--- config.mk ---
export PLATFORM = sky130hd
export DESIGN_NAME = bcd_byte_unit
export DESIGN_NICKNAME = d
export VERILOG_FILES = /design/src/rtl/bcd_pkg.sv /design/src/rtl/bcd_rst_sync.sv /design/src/rtl/bcd_digit.sv /design/src/rtl/bcd_byte_core.sv /design/src/rtl/bcd_byte_unit.sv
export SDC_FILE = /design/constraint.sdc
export NUM_CORES = 1
export LEC_CHECK = 0
export BUFFER_PORTS_ARGS = -buffer_cell sky130_fd_sc_hd__buf_2
export CORE_MARGIN = 4
export CORE_UTILIZATION = 25
export CTS_CLUSTER_SIZE = 28
export DETAILED_ROUTE_END_ITERATION = 12
export PLACE_DENSITY = 0.43
export SLEW_MARGIN = 0
export SYNTH_ARGS = -nofsm -noshare
export SYNTH_HDL_FRONTEND = slang
export SYNTH_SLANG_ARGS = --single-unit
--- constraint.sdc ---
create_clock -name clk_i -period 0.8 [get_ports clk_i]
set_input_delay 0.04 -clock clk_i [delete_from_list [all_inputs] [get_ports clk_i]]
set_output_delay 0.04 -clock clk_i [all_outputs]
set_load 0.02 [all_outputs]
--- src/rtl/bcd_pkg.sv ---
package bcd_pkg;

  typedef enum logic [1:0] {
    BCD_ADD  = 2'b00,
    BCD_SUB  = 2'b01,
    BCD_NEG  = 2'b10,
    BCD_NEG2 = 2'b11
  } bcd_op_e;

  typedef struct packed {
    logic x;
    logic n;
    logic z;
    logic v;
    logic c;
  } bcd_flags_t;

endpackage

--- src/rtl/bcd_rst_sync.sv ---
module bcd_rst_sync #(
  parameter int STAGES = 2
) (
  input  logic clk_i,
  input  logic rst_ni,
  output logic rst_no
);

  logic [STAGES-1:0] sync_q;

  always_ff @(posedge clk_i or negedge rst_ni) begin
    if (!rst_ni) sync_q <= '0;
    else         sync_q <= {sync_q[STAGES-2:0], 1'b1};
  end

  assign rst_no = sync_q[STAGES-1];

endmodule

--- src/rtl/bcd_digit.sv ---
module bcd_digit #(
  parameter int DW = 4
) (
  input  logic [DW-1:0] a_i,
  input  logic [DW-1:0] b_i,
  input  logic          cin_i,
  input  logic          sub_i,
  output logic [DW-1:0] sum_o,
  output logic          cout_o
);

  localparam logic [DW:0]   MAXD = (DW+1)'(9);
  localparam logic [DW-1:0] ADJ  = DW'(6);

  logic [DW:0] raw;

  always_comb begin
    if (!sub_i) begin
      raw = {1'b0, a_i} + {1'b0, b_i} + {{DW{1'b0}}, cin_i};
      if (raw > MAXD) begin
        sum_o  = raw[DW-1:0] + ADJ;
        cout_o = 1'b1;
      end else begin
        sum_o  = raw[DW-1:0];
        cout_o = 1'b0;
      end
    end else begin
      raw = {1'b0, a_i} - {1'b0, b_i} - {{DW{1'b0}}, cin_i};
      if (raw[DW]) begin
        sum_o  = raw[DW-1:0] - ADJ;
        cout_o = 1'b1;
      end else begin
        sum_o  = raw[DW-1:0];
        cout_o = 1'b0;
      end
    end
    if ({1'b0, a_i} <= MAXD && {1'b0, b_i} <= MAXD)
      AST_DIGIT_VALID: assert ({1'b0, sum_o} <= MAXD);
  end

endmodule

--- src/rtl/bcd_byte_core.sv ---
module bcd_byte_core
  import bcd_pkg::*;
#(
  parameter int NDIG = 2
) (
  input  logic [4*NDIG-1:0] dst_i,
  input  logic [4*NDIG-1:0] src_i,
  input  logic              x_i,
  input  bcd_op_e           op_i,
  output logic [4*NDIG-1:0] res_o,
  output logic              carry_o
);

  localparam int W = 4 * NDIG;

  logic [W-1:0]  lhs;
  logic [W-1:0]  rhs;
  logic          is_sub;
  logic [NDIG:0] chain;

  always_comb begin
    is_sub = (op_i != BCD_ADD);
    if (op_i == BCD_NEG || op_i == BCD_NEG2) begin
      lhs = '0;
      rhs = dst_i;
    end else begin
      lhs = dst_i;
      rhs = src_i;
    end
  end

  assign chain[0] = x_i;

  for (genvar g = 0; g < NDIG; g++) begin : g_dig
    bcd_digit #(.DW(4)) dig_i (
      .a_i   (lhs[4*g +: 4]),
      .b_i   (rhs[4*g +: 4]),
      .cin_i (chain[g]),
      .sub_i (is_sub),
      .sum_o (res_o[4*g +: 4]),
      .cout_o(chain[g+1])
    );
  end

  assign carry_o = chain[NDIG];

endmodule

--- src/rtl/bcd_byte_unit.sv ---
module bcd_byte_unit
  import bcd_pkg::*;
#(
  parameter int NDIG = 2
) (
  input  logic              clk_i,
  input  logic              rst_ni,
  input  logic              start_i,
  input  logic [1:0]        op_i,
  input  logic [4*NDIG-1:0] dst_i,
  input  logic [4*NDIG-1:0] src_i,
  input  logic              x_i,
  input  logic              z_i,
  input  logic              form_i,
  output logic              done_o,
  output logic [4*NDIG-1:0] result_o,
  output logic              x_o,
  output logic              n_o,
  output logic              z_o,
  output logic              v_o,
  output logic              c_o,
  output logic              form_o
);

  localparam int W = 4 * NDIG;

  logic         rst_sn;
  logic [W-1:0] core_res;
  logic         core_carry;

  logic [W-1:0] res_q,   res_d;
  bcd_flags_t   flags_q, flags_d;
  logic         done_q,  done_d;
  logic         form_q,  form_d;

  bcd_rst_sync #(.STAGES(2)) rst_sync_i (
    .clk_i (clk_i),
    .rst_ni(rst_ni),
    .rst_no(rst_sn)
  );

  bcd_byte_core #(.NDIG(NDIG)) core_i (
    .dst_i  (dst_i),
    .src_i  (src_i),
    .x_i    (x_i),
    .op_i   (bcd_op_e'(op_i)),
    .res_o  (core_res),
    .carry_o(core_carry)
  );

  always_comb begin
    res_d   = res_q;
    flags_d = flags_q;
    form_d  = form_q;
    done_d  = start_i;
    if (start_i) begin
      res_d     = core_res;
      form_d    = form_i;
      flags_d.c = core_carry;
      flags_d.x = core_carry;
      flags_d.n = core_res[W-1];
      flags_d.v = 1'b0;
      flags_d.z = z_i & ~(|core_res);
    end
  end

  always_ff @(posedge clk_i or negedge rst_sn) begin
    if (!rst_sn) begin
      res_q   <= '0;
      flags_q <= '0;
      done_q  <= 1'b0;
      form_q  <= 1'b0;
    end else begin
      res_q   <= res_d;
      flags_q <= flags_d;
      done_q  <= done_d;
      form_q  <= form_d;
    end
  end

  assign result_o = res_q;
  assign x_o      = flags_q.x;
  assign n_o      = flags_q.n;
  assign z_o      = flags_q.z;
  assign v_o      = flags_q.v;
  assign c_o      = flags_q.c;
  assign done_o   = done_q;
  assign form_o   = form_q;

  AST_DONE_AFTER_START: assert property (@(posedge clk_i) disable iff (!rst_sn)
    start_i |=> done_o);
  AST_NO_SPURIOUS_DONE: assert property (@(posedge clk_i) disable iff (!rst_sn)
    !start_i |=> !done_o);
  AST_HOLD_IDLE: assert property (@(posedge clk_i) disable iff (!rst_sn)
    !start_i |=> ($stable(result_o) && $stable(c_o) && $stable(z_o) && $stable(x_o)));
  AST_XC_MATCH: assert property (@(posedge clk_i) disable iff (!rst_sn)
    x_o == c_o);
  AST_Z_CLEAR: assert property (@(posedge clk_i) disable iff (!rst_sn)
    (start_i && !z_i) |=> !z_o);
  AST_NEG_ZERO: assert property (@(posedge clk_i) disable iff (!rst_sn)
    (start_i && op_i[1] && dst_i == '0 && !x_i) |=> (result_o == '0 && !c_o));

endmodule

======== Word level (Yosys, flattened, before mapping) ========
Index checks and enable logic that the tools add are counted.
cells by class
  magnitude comparators ................... 2
  bitwise gates (word level) .............. 2
  multiplexer cells ....................... 14
  add/subtract/negate cells ............... 12
  reductions and logical operators ........ 3
  equal/unequal tests ..................... 2
  multiply operators ...................... 0
  divide/modulo/power cells ............... 0
  shifts and indexed selects .............. 0
operators by type and width
  operator               count
  $mux W4                6
  $mux W8                2
  $add A4 B4 Y5          2
  $add A5 B1 Y5          2
  $gt A5 B4 Y1 const B   2
  $sub A4 B4 Y5          2
  $sub A5 B1 Y5          2
  $add A4 B3 Y4 const B  2
  $reduce_or A8 Y1       1
  $sub A4 B3 Y4 const B  2
  $mux W1                6
  $eq A2 B2 Y1 const B   2
  $reduce_bool A2 Y1     1
  $and A1 B1 Y1          1
  $logic_or A1 B1 Y1     1
  $not A1 Y1             1
storage, ports and cells
  RAM bits ................................ 0
  bits in registers ....................... 15
  memory bits (read-only) ................. 0
  latch bits .............................. 0
  memories ................................ 0
  output and inout bits ................... 15
  word-level logic and storage cells ...... 42
  input port bits ......................... 24

======== Depth between registers and ports, before layout ========
  depth in word-level cells ............... 15
  mapped depth ............................ 26
  depth with buffers taken out ............ 25

======== By module ========
A second synthesis with hierarchy kept.
second synthesis, totals
  cells, all modules ...................... 198
  area, all modules ....................... 1,924.3 sq um
modules (own cells, without submodules)
  module         area each (sq um)  instances  sequential area each (sq um)  cells each
  bcd_digit      579.3              2          0.0                           72
  bcd_byte_unit  531.8              1          300.3                         32
  bcd_byte_core  180.2              1          0.0                           19
  bcd_rst_sync   53.8               1          50.0                          3

======== Worst setup path after synthesis ========
Ideal clock, no wire load.
  kind .................................... input to register
  from .................................... input op_i[1]
  to ...................................... register res_q[6] (netlist: result_o[6])
  setup time .............................. 0.125 ns
  required time ........................... 0.675 ns
  setup slack ............................. -3.787 ns
  buffers on the path ..................... 2
  cell stages on the path ................. 19
  data arrival time ....................... 4.463 ns
  cells stage by stage .................... buf_2 -> buf_1 -> mux2i_1 -> inv_1 -> fa_1 -> xor2_1 -> ha_1 -> nor2b_1 -> o31ai_4 -> o21a_1 -> fa_1 -> fa_1 -> xnor2_1 -> ha_1 -> a21oi_1 -> o22a_1 -> nor2_1 -> o31a_1 -> mux2_2
on the way
  word-level cells in the longest chain between the ends .. 12
  elaborated cells on any way between the ends .. 24
  those cells by class .................... add/sub (10); order compare (2); eq/ne (2); mux (8); reduce/logical (2)
ends and longest elaborated chain
  what                                            RTL line                          source
  start: declaration                              bcd_byte_unit.sv:9                input logic [1:0] op_i,
  $eq A2 B2 Y1                                    bcd_byte_core.sv:23               if (op_i == BCD_NEG || op_i == BCD_NEG2) begin
  $logic_or A1 B1 Y1                              bcd_byte_core.sv:23
  $mux W8                                         bcd_byte_core.sv:23
  $add A4 B4 Y5                                   bcd_digit.sv:19                   raw = {1'b0, a_i} + {1'b0, b_i} + {{DW{1'b0}}, cin_i};
  $add A5 B1 Y5                                   bcd_digit.sv:19
  $gt A5 B4 Y1                                    bcd_digit.sv:20                   if (raw > MAXD) begin
  $mux W1                                         bcd_digit.sv:20
  $mux W1                                         bcd_digit.sv:18                   if (!sub_i) begin
  $add A5 B1 Y5 or $sub A5 B1 Y5 (tied branches)  bcd_digit.sv:19, bcd_digit.sv:28
  $add A4 B3 Y4 (tied with other cells)           bcd_digit.sv:21                   sum_o = raw[DW-1:0] + ADJ;
  $mux W4, on equally long branches               bcd_digit.sv:20, bcd_digit.sv:29
  $mux W4 *                                       bcd_digit.sv:18
  end signal: assignment                          bcd_byte_unit.sv:74               res_q <= res_d;
  end: declaration                                bcd_byte_unit.sv:31               logic [W-1:0] res_q, res_d;
Every way passes the cells marked *; elsewhere a longest branch is shown, timed or not.
A chain may end at the register's enable or synchronous reset.

======== Final worst setup path ========
  from .................................... input src_i[0]
  to ...................................... register res_q[6] (netlist: result_o[6])
on the way
  word-level cells in the longest chain between the ends .. 10
  elaborated cells on any way between the ends .. 17
  those cells by class .................... add/sub (8); order compare (2); mux (7)
ends and longest elaborated chain
  what                                            RTL line                          source
  start: declaration                              bcd_byte_unit.sv:11               input logic [4*NDIG-1:0] src_i,
  $mux W8 *                                       bcd_byte_core.sv:23
  $add A4 B4 Y5                                   bcd_digit.sv:19
  $add A5 B1 Y5                                   bcd_digit.sv:19
  $gt A5 B4 Y1                                    bcd_digit.sv:20
  $mux W1                                         bcd_digit.sv:20
  $mux W1 *                                       bcd_digit.sv:18
  $add A5 B1 Y5 or $sub A5 B1 Y5 (tied branches)  bcd_digit.sv:19, bcd_digit.sv:28
  $add A4 B3 Y4 (tied with other cells)           bcd_digit.sv:21
  $mux W4, on equally long branches               bcd_digit.sv:20, bcd_digit.sv:29
  $mux W4 *                                       bcd_digit.sv:18
Marks and branches as above.

==> impl_metrics.ini <==
[placed_design]
gp_congestion = 0.7608
dp_hpwl_um = 4171
portBuffers = 37

[sta]
finClkSkew_ns = 0.001183
period_share_pct = 492.3
period_needed_ns = 3.939
fmax_mhz = 253.9
setup_tns_ns = -22.49
rsz0062_at_grt = true
finalWorstSetupSlack_ns = -3.139
setup_viol = 22
hold_slack_ns = 0.03162
drv_slew = 0
hold_violations = 0

[grt]
grt.total_usage_pct = 12.66
gr-total-overflow = 0
grt_pass1_vias = 1970
grt_max_degree = 13
antenna_found_initial = 0
grt_first_pass_wirelength_um = 9087

[clock_network]
clk_latency_ns = 0.24
cts.sinks = 14
cts_tree = yes
cts.clk_slew.worst_paths_ns = 0.06
htreeDepth = 1
root_buffer = clkbuf_8
clk_path_buf_depth = 2
cts_buffers = 3

[synthesis]
async_reset_ff_share_pct = 100.0
synth_cell_types = 52
yosysSeqAreaShare_pct = 18.75
synth_ff_type = dfrtp_1
yosys-top-cells-area = dfrtp_1 19%, ha_1 13%, xnor2_1 6.6%
netlist_top_cells_count = 25 x inv_1, 20 x ha_1, 14 x a21oi_1, 14 x dfrtp_1, 14 x xnor2_1
synth_top_area_share_pct = 18.75
synth_edf_count = 0
synth_seq_cells = 14
ys_warn_count = 0
synth_cells = 210
yosysMostFrequentCell = inv_1
syn_area_um2 = 1868
synth.avg_cell_area_um2 = 8.895
yosys.area.top_type = dfrtp_1
syn-num-nets = 260

[worst_setup_path]
crit_type = input port to flop
reg2regPathDepth = 2
start_kind = input port
path_max_fanout = 3
crit_path_end = result_o[6]$_DFFE_PN0P_
regToRegSetupSlack_ns = -0.09
end_kind = flop
arrival_ns = 4.06
cp_data_required_time_ns = 0.93
reg2reg_to = result_o[6]$_DFFE_PN0P_
worstSetupStartpoint = src_i[0]
reg2reg_from = result_o[6]$_DFFE_PN0P_

[power_and_ir_drop]
p_per_area_nw_per_um2 = 2149
cellLeakagePower_nw = 1.595
peakVddDrop_mv = 0.6860

[die]
start_util_pct = 25.75
die_y_um = 94.44
core_area_um2 = 7253
die_w_um = 94.44
die_area_um2 = 8919
rows = 31
ios = 39

[detailed_routing]
dr.pass1.iters = 4
drtIter0Drc = 35
vias_per_cell = 4.307
drc = 0
vias = 1839
drt_wl_total_um = 5129
detail-route-antenna-nets = 0
wl_per_cell_um = 12.01

[job]
cap_violations = 0

[finish]
final.fill_count = 735
area_delta_synth_final_pct = 77.49
fin_nets = 379
drive_above_1_share_pct = 63.11
antenna_cells = 0

[min_path]
hp-class = input port to flop

[run_status]
violations = setup timing
run_status = finished, violations left
[metrics by stage]
stage | power (mW) | setup slack (ns) | instances | util, % | area [µm²]
floorplan | 3.514 | -3.266 | 210 | - | 2006
global placement | 4.935 | -3.475 | 398 | 37.07 | 2689
detailed placement | 4.935 | -3.495 | 398 | 37.07 | 2689
CTS | 6.728 | -3.157 | 430 | 44.68 | 3241
global route | 7.737 | -3.284 | 427 | 45.71 | 3316
finish | 7.126 | -3.139 | 427 | 45.71 | 3316
[cells in the final DEF, fill, tap and decap left out, types with 7 or more instances in the layout]
| master | n |
|---|---|
| buf_4 | 73 |
| buf_6 | 26 |
| buf_2 | 21 |
| inv_1 | 17 |
| ha_1 | 15 |
| dfrtp_1 | 13 |
| nor2_1 | 11 |
| a21oi_2 | 10 |
| inv_2 | 9 |
| nand2b_1 | 9 |
| xnor2_2 | 9 |
| nand2_1 | 7 |
[critical path, stage by stage]
cell and delay, ns:
buf_6 0.09, nor2b_4 0.12, xor2_1 0.15, ha_2 0.17, nand2b_4 0.14, fa_2 0.45, nand2b_1 0.13, a21oi_1 0.08
nor2_1 0.24, o31ai_4 0.12, o21a_1 0.23, fa_2 0.36, fa_2 0.53, inv_2 0.05, ha_4 0.25, a21oi_2 0.12
o22a_1 0.14, nor2_2 0.04, o31a_1 0.33, mux2_4 0.26
[kinds of logic (layout without fill, tap and decap cells)]
family | count (synthesis) | after routing | share of synthesized area, %
AO/OA/AOI/OAI | 49 | 49 | 19.96
XOR/XNOR | 18 | 18 | 8.842
adder cells (fa/ha/maj) | 26 | 26 | 19.83
buffers and inverters | 36 | 154 | 8.506
flip-flops | 14 | 14 | 18.75
multiplexers | 17 | 17 | 9.779
other | 2 | 2 | 0.4020
AND/OR/NAND/NOR | 48 | 48 | 13.93
[power breakdown]
part	switching [mW]	total (mW)	internal, mW
logic	2.34	5.40	3.06
registers	0.150	1.05	0.898
clock network	0.239	0.674	0.435
total	2.73	7.13	4.39
[state kept, by name, summed over array words and instances, names as in the netlist]
| name | cells |
|---|---|
| c_o | 1 |
| done_o | 1 |
| form_o | 1 |
| result_o | 8 |
| rst_sync_i.sync_q | 2 |
| z_o | 1 |
[area by class of cell]
type                       instances  area [µm²]  share of cell area, %
clock buffer                       4       55.05                  1.660
sequential                        14       351.6                  10.60
inverter                          27       103.9                  3.132
multi-input combinational        160        1685                  50.83
tap                               99       123.9                  3.736
timing repair buffer             123       996.0                  30.04
[routing by layer]
layer | wire length [µm] | track usage [%] | vias to the layer above
met4 | 68 | 2.527 | 0
met5 | 0 | 0 | -
met2 | 2552 | 23.17 | 30
li1 | - | - | 960
met3 | 139 | 0.5578 | 4
met1 | 2369 | 16.50 | 845
[worst min path at each step]
stage / start / end / slack [ns] / cells after the start
global route: form_i / form_o$_DFFE_PN0P_ / 0.05 / 2
floorplan: rst_ni / rst_sync_i.sync_q[0]$_DFF_PN0_ / -0.26 / 0
CTS: form_i / form_o$_DFFE_PN0P_ / 0.03 / 2
detailed placement: rst_ni / rst_sync_i.sync_q[1]$_DFF_PN0_ / -0.17 / 1
finish: form_i / form_o$_DFFE_PN0P_ / 0.03 / 2
global placement: rst_ni / rst_sync_i.sync_q[1]$_DFF_PN0_ / -0.17 / 1
[repair_timing]
item | in CTS | in global routing
buffers inserted | 28 | 18
pin swaps | 24 | 11
endpoints found under the setup margin | 23 | 24
hold buffers | 1 | 0
hold endpoints to repair | 2 | 0
resized for setup | 73 | 40
Power figures use the tool's default switching activity.
